### src/rtl/muldiv_pkg.sv
// Package: shared constants and operation encoding for the bus multiply/divide unit.
// Assumes word offsets as listed in the brief; operand pairs occupy offsets 0..11.
package muldiv_pkg;

    typedef enum logic [2:0] {
        OP_MUL_SS = 3'd0,
        OP_MUL_SU = 3'd1,
        OP_MUL_US = 3'd2,
        OP_MUL_UU = 3'd3,
        OP_DIV_S  = 3'd4,
        OP_DIV_U  = 3'd5,
        OP_NONE   = 3'd7
    } md_op_e;

    localparam int unsigned NUM_PAIRS  = 6;
    localparam int unsigned NUM_OPND   = 2 * NUM_PAIRS;
    localparam int unsigned RES_LO_OFS = 14;
    localparam int unsigned RES_HI_OFS = 15;

endpackage

### src/rtl/muldiv_decode.sv
// Module: address decoder. Maps a word offset to the operation of its pair and
// flags operand and result offsets. Assumes the offset layout in muldiv_pkg.
module muldiv_decode
    import muldiv_pkg::*;
#(
    parameter int unsigned ADDR_W = 4
) (
    input  logic [ADDR_W-1:0] addr,
    output md_op_e            op,
    output logic              is_opnd,
    output logic              is_res_lo,
    output logic              is_res_hi
);

    // Purpose: classify the offset and pick the pair's operation.
    always_comb begin
        is_opnd   = (32'(addr) < NUM_OPND);
        is_res_lo = (32'(addr) == RES_LO_OFS);
        is_res_hi = (32'(addr) == RES_HI_OFS);
        case (32'(addr) >> 1)
            32'd0:   op = OP_MUL_SS;
            32'd1:   op = OP_MUL_SU;
            32'd2:   op = OP_MUL_US;
            32'd3:   op = OP_MUL_UU;
            32'd4:   op = OP_DIV_S;
            32'd5:   op = OP_DIV_U;
            default: op = OP_NONE;
        endcase
    end

endmodule

### src/rtl/muldiv_mul.sv
// Module: combinational W x W multiplier with per-operand signedness.
// Assumes the caller registers the 2W-bit product.
module muldiv_mul #(
    parameter int unsigned W = 16
) (
    input  logic [W-1:0]   a,
    input  logic [W-1:0]   b,
    input  logic           a_signed,
    input  logic           b_signed,
    output logic [2*W-1:0] prod
);

    logic signed [W:0]     a_x;
    logic signed [W:0]     b_x;
    logic signed [2*W-1:0] prod_s;

    // Purpose: extend each operand by one bit as its signedness demands, then multiply.
    always_comb begin
        a_x    = $signed({a_signed & a[W-1], a});
        b_x    = $signed({b_signed & b[W-1], b});
        prod_s = a_x * b_x;
        prod   = prod_s;
    end

endmodule

### src/rtl/muldiv_div.sv
// Module: combinational W / W divider, signed or unsigned. The signed mode truncates
// toward zero and gives the remainder the dividend's sign. A zero divisor gives
// an all-ones quotient and the dividend as remainder. Assumes the caller registers the outputs.
module muldiv_div #(
    parameter int unsigned W = 16
) (
    input  logic [W-1:0] dividend,
    input  logic [W-1:0] divisor,
    input  logic         is_signed,
    output logic [W-1:0] quot,
    output logic [W-1:0] rem
);

    logic         neg_n;
    logic         neg_d;
    logic [W-1:0] mag_n;
    logic [W-1:0] mag_d;
    logic [W-1:0] uq;
    logic [W-1:0] ur;

    // Purpose: divide magnitudes, then restore signs; guard the zero divisor.
    always_comb begin
        neg_n = is_signed & dividend[W-1];
        neg_d = is_signed & divisor[W-1];
        mag_n = neg_n ? (~dividend + 1'b1) : dividend;
        mag_d = neg_d ? (~divisor + 1'b1) : divisor;
        uq    = '0;
        ur    = '0;
        if (divisor == '0) begin
            quot = '1;
            rem  = dividend;
        end else begin
            uq   = mag_n / mag_d;
            ur   = mag_n % mag_d;
            quot = (neg_n ^ neg_d) ? (~uq + 1'b1) : uq;
            rem  = neg_n ? (~ur + 1'b1) : ur;
        end
    end

endmodule

### src/rtl/muldiv_mmio.sv
// Module: top of the bus multiply/divide unit. Holds twelve operand words and two
// result words. An operand write stores the value and latches the pair's result at
// the same edge. Reads are registered. Assumes the bus issues at most one of
// read or write per cycle.
module muldiv_mmio
    import muldiv_pkg::*;
#(
    parameter int unsigned W      = 16,
    parameter int unsigned ADDR_W = 4
) (
    input  logic              clk,
    input  logic              rst_n,
    input  logic [ADDR_W-1:0] bus_addr,
    input  logic              bus_wr,
    input  logic [W-1:0]      bus_wdata,
    input  logic              bus_rd,
    output logic [W-1:0]      bus_rdata
);

    localparam logic [ADDR_W-1:0] UDIV_DIVISOR_OFS = ADDR_W'(NUM_OPND - 1);
    localparam logic [ADDR_W-1:0] SDIV_DIVISOR_OFS = ADDR_W'(NUM_OPND - 3);

    md_op_e            op;
    logic              is_opnd;
    logic              is_res_lo;
    logic              is_res_hi;
    logic [W-1:0]      opnd_q [NUM_OPND];
    logic [ADDR_W-1:0] idx_first;
    logic [ADDR_W-1:0] idx_second;
    logic [W-1:0]      op_a;
    logic [W-1:0]      op_b;
    logic [2*W-1:0]    prod;
    logic [W-1:0]      quot;
    logic [W-1:0]      rem;
    logic [W-1:0]      res_lo_q;
    logic [W-1:0]      res_hi_q;
    logic              opnd_we;

    muldiv_decode #(.ADDR_W(ADDR_W)) u_dec (
        .addr      (bus_addr),
        .op        (op),
        .is_opnd   (is_opnd),
        .is_res_lo (is_res_lo),
        .is_res_hi (is_res_hi)
    );

    assign opnd_we = bus_wr & is_opnd;

    // Operand storage: one register per offset.
    for (genvar gi = 0; gi < NUM_OPND; gi++) begin : g_opnd
        // Purpose: store an operand word when its own offset is written.
        always_ff @(posedge clk) begin
            if (!rst_n)
                opnd_q[gi] <= '0;
            else if (opnd_we && (bus_addr == ADDR_W'(gi)))
                opnd_q[gi] <= bus_wdata;
        end
    end

    // Purpose: form the pair's operands from the new write and the stored partner.
    always_comb begin
        idx_first  = {bus_addr[ADDR_W-1:1], 1'b0};
        idx_second = {bus_addr[ADDR_W-1:1], 1'b1};
        op_a = '0;
        op_b = '0;
        if (is_opnd) begin
            op_a = bus_addr[0] ? opnd_q[idx_first] : bus_wdata;
            op_b = bus_addr[0] ? bus_wdata : opnd_q[idx_second];
        end
    end

    muldiv_mul #(.W(W)) u_mul (
        .a        (op_a),
        .b        (op_b),
        .a_signed ((op == OP_MUL_SS) || (op == OP_MUL_SU)),
        .b_signed ((op == OP_MUL_SS) || (op == OP_MUL_US)),
        .prod     (prod)
    );

    muldiv_div #(.W(W)) u_div (
        .dividend  (op_a),
        .divisor   (op_b),
        .is_signed (op == OP_DIV_S),
        .quot      (quot),
        .rem       (rem)
    );

    // Purpose: latch the result of the written pair at the operand-write edge.
    always_ff @(posedge clk) begin
        if (!rst_n) begin
            res_lo_q <= '0;
            res_hi_q <= '0;
        end else if (opnd_we) begin
            if ((op == OP_DIV_S) || (op == OP_DIV_U)) begin
                res_lo_q <= quot;
                res_hi_q <= rem;
            end else begin
                res_lo_q <= prod[W-1:0];
                res_hi_q <= prod[2*W-1:W];
            end
        end
    end

    // Purpose: registered read port; only the result offsets return data.
    always_ff @(posedge clk) begin
        if (!rst_n)
            bus_rdata <= '0;
        else if (bus_rd)
            bus_rdata <= is_res_lo ? res_lo_q : (is_res_hi ? res_hi_q : '0);
    end

    // results are stable unless an operand offset is written.
    assert_result_hold_R9: assert property (@(posedge clk) disable iff (!rst_n)
        !(bus_wr && is_opnd) |=> $stable({res_hi_q, res_lo_q}));

    // a read of a non-result offset returns zero on the next cycle.
    assert_opnd_read_zero_R10: assert property (@(posedge clk) disable iff (!rst_n)
        (bus_rd && !bus_wr && (32'(bus_addr) < RES_LO_OFS)) |=> (bus_rdata == '0));

    // a zero divisor written to the signed divide pair gives an all-ones quotient.
    assert_div_zero_quot_R7: assert property (@(posedge clk) disable iff (!rst_n)
        (bus_wr && (bus_addr == SDIV_DIVISOR_OFS) && (bus_wdata == '0)) |=> (res_lo_q == '1));

    // an unsigned divide by a nonzero divisor leaves a remainder below the divisor.
    assert_udiv_rem_bound_R6: assert property (@(posedge clk) disable iff (!rst_n)
        (bus_wr && (bus_addr == UDIV_DIVISOR_OFS) && (bus_wdata != '0)) |=> (res_hi_q < $past(bus_wdata)));

endmodule

### config.mk
export PLATFORM = sky130hd
export DESIGN_NAME = muldiv_mmio
export DESIGN_NICKNAME = d
export VERILOG_FILES = /design/src/rtl/muldiv_pkg.sv /design/src/rtl/muldiv_decode.sv /design/src/rtl/muldiv_mul.sv /design/src/rtl/muldiv_div.sv /design/src/rtl/muldiv_mmio.sv
export SDC_FILE = /design/constraint.sdc
export NUM_CORES = 2
export LEC_CHECK = 0
export ABC_AREA = 1
export BUFFER_PORTS_ARGS = -buffer_cell sky130_fd_sc_hd__buf_2
export CORE_MARGIN = 5
export CORE_UTILIZATION = 45
export CTS_CLUSTER_SIZE = 14
export DETAILED_ROUTE_END_ITERATION = 6
export GPL_ROUTABILITY_DRIVEN = 0
export MAX_ROUTING_LAYER = met4
export PLACE_DENSITY = 0.66
export SYNTH_ARGS = -nofsm -noshare
export SYNTH_HDL_FRONTEND = slang
export SYNTH_SLANG_ARGS = --single-unit
### constraint.sdc
create_clock -name clk -period 36.8 [get_ports clk]
set_clock_uncertainty 0.1 [all_clocks]
set_input_delay 0 -clock clk [delete_from_list [all_inputs] [get_ports clk]]
set_output_delay 0 -clock clk [all_outputs]
set_load 0.02 [all_outputs]
==> impl_metrics.json <==
{
  "run_status": "completed",
  "irDropWorstVdd_mv": 0.0646,
  "clk_latency_ns": 0.56,
  "worst_pin_slew_ns": 0.934,
  "p_sw_frac": 0.544,
  "layout.nets": 4450,
  "crit_path_start_kind": "input port",
  "viasPerCell": 5.52,
  "portBuffers": 39,
  "die_x_um": 268,
  "clockBufferDepth": 3,
  "critPathKind": "input port to register",
  "pin_count": 40,
  "fmax_mhz": 30.3,
  "start_util": 0.455,
  "cts-root-buf": "clkbuf_16",
  "rsz0062_at_grt": "false",
  "finalHoldViolCount": 0,
  "drt_iter0_markers": 2718,
  "cts_setup_buffers": 0,
  "p_leak_nw": 15.8,
  "max_stage_delay_ns": 0.63,
  "cts_buffers": 28,
  "clkPwrFrac": 0.097,
  "wl_mm": 93.3,
  "syn_nets": 4469,
  "hold_class": "input port to register",
  "synthTopCellsByCount": "nand2_1 (946), inv_1 (574), nor2_1 (459)",
  "wl_per_cell_um": 19.4,
  "power_switching_mw": 1.48,
  "vias": 26500,
  "syn_inst": 3938,
  "ys_async_sr_fraction": 0,
  "comb_power_share": 0.781,
  "synth_cell_type_count": 59,
  "ys_top_cells_by_area": "edfxtp_1 (19%), fa_1 (19%), nand2_1 (12%)",
  "cp_data_required_time_ns": 37.12,
  "dieArea_um2": 71800,
  "path_max_fanout": 40,
  "whs_ns": 0.0331,
  "postRouteAntennaNets": 0,
  "netlist_area_um2": 29900,
  "setup_tns_ns": 0,
  "core_um2": 65900,
  "finalMaxSlewViolations": 0,
  "seq_area_frac_synth": 0.225,
  "antenna_found_initial": 4,
  "fin_area_um2": 32000,
  "htreeDepth": 1,
  "pwr-share-seq": 0.121,
  "clock-sinks": 240,
  "dr.pass1.iters": 7,
  "syn_avg_cell_area_um2": 7.60,
  "synth_top_area_cell": "edfxtp_1",
  "grt.overflow.total": 0,
  "internal_power_mw": 1.24,
  "drc_errors": 0,
  "synth_edf_count": 192,
  "cpMostUsedCell": "nand2_1",
  "critPathCaptureType": "register",
  "finalSetupViolCount": 0,
  "cts_tree": "done",
  "layout-drive-gt1-share": 0.0769,
  "place_inst": 4739,
  "grt_first_pass_wirelength_mm": 147,
  "yosysMostFrequentCell": "nand2_1",
  "postSynthRegisterBits": 240,
  "cap_violations": 0,
  "relSlewSlack": 0.377,
  "grt_start_max_net_pins": 63,
  "critPathArrivalTime_ns": 33.28,
  "rows": 94,
  "instances_no_fill": 4807,
  "post-route-util": 0.485,
  "die_h_um": 268,
  "grt_pass1_vias": 25900,
  "hpwl_mm": 68.7,
  "cts.reportedPaths.clkPinSlew_ns": 0.07,
  "power_density_nw_per_um2": 85.1,
  "yosys_warnings": 0,
  "grt_use_total": 0.267,
  "cp_slowest_cell": "inv_1",
  "netlist.area_leader.share": 0.193,
  "fin_crit_ns": 32.96,
  "yosys_most_used_dff": "edfxtp_1",
  "syn2layout_area_growth_pct": 6.76,
  "fin_crit_sh": 0.896,
  "place_area_um2": 30900
}
-- metrics by stage --
step	total power, mW	setup WS [ns]
6_report	2.72	3.84
5_1_grt	3.02	0.0123
4_1_cts	2.69	2.94
3_5_place_dp	2.42	2.41
3_3_place_gp	2.40	3.35
2_1_floorplan	1.91	9.06
-- critical path, delay by kind of cell --
family / cells / cell delay (ns)
and+or+nand+nor: 112 / 14.96
xor gates and xnor gates: 1 / 0.15
buffers and inverters: 34 / 5.39
AOI/OAI and AO/OA: 49 / 8.30
adders and majority gates: 15 / 4.33
-- flip-flops by register name, indices dropped and copies added, names as in the netlist --
name       cells
res_hi_q      16
res_lo_q      16
opnd_q       192
bus_rdata     16
-- area by class of cell --
| type | count | area, µm² |
|---|---|---|
| diodes | 5 | 12.5 |
| clock buffers | 37 | 756 |
| clock inverters | 12 | 87.6 |
| fillers | 6470 | 33900 |
| inverters | 604 | 2290 |
| multi-input cells | 2931 | 20200 |
| flip-flops and latches | 240 | 6730 |
| well taps | 864 | 1080 |
| repair buffers | 113 | 790 |
| repair inverters | 1 | 5.00 |
-- what timing repair did --
item	4_1_cts	5_1_grt
hold endpoints to repair	127	0
hold buffers	13	0
endpoints found under the setup margin	0	27
resized for setup	0	13
-- layer usage --
metal  GRT usage  vias up  share of wire
li1            -    12500              -
met1       0.367    12600           0.42
met2       0.407     1218           0.44
met3      0.0463      221          0.097
met4      0.0837        0          0.038
met5           -        -              0
-- worst paths after layout --
path / depth (start not counted) / startpoint / slack (ns) / to
max reg2reg: 213 / opnd_q[1][17] / 4.34 / res_lo_q[15]
min: 3 / bus_wdata[3] / 0.03 / opnd_q[5][3]
max: 211 / bus_addr[3] / 3.84 / res_lo_q[15]
min reg2reg: 2 / res_lo_q[10] / 0.37 / res_lo_q[10]
-- cells in the final DEF, fill, tap and decap left out, types with 48 or more instances in the layout --
| master | count |
|---|---|
| nand2_1 | 944 |
| inv_1 | 572 |
| nor2_1 | 456 |
| fa_1 | 283 |
| ha_1 | 224 |
| nand3_1 | 194 |
| a21oi_1 | 193 |
| edfxtp_1 | 192 |
| o21ai_0 | 118 |
| xor2_1 | 71 |
| buf_4 | 60 |
| dfxtp_1 | 48 |
-- cell families after synthesis --
| group | synth area share |
|---|---|
| buffers and inverters | 0.101 |
| flip-flops | 0.225 |
| AO/OA/AOI/OAI | 0.0997 |
| XOR/XNOR | 0.0310 |
| adder cells (fa/ha/maj) | 0.283 |
| AND/OR/NAND/NOR | 0.260 |
-- power groups by stage --
stage | Combinational (mW) | Sequential, mW | Clock (mW)
CTS | 2.10 | 0.330 | 0.267
floorplan | 1.58 | 0.333 | 0
detailed placement | 2.08 | 0.335 | 0
global route | 2.41 | 0.332 | 0.276
finish | 2.13 | 0.330 | 0.265
global placement | 2.06 | 0.334 | 0
Note: power is estimated with default switching activity, not from simulation.
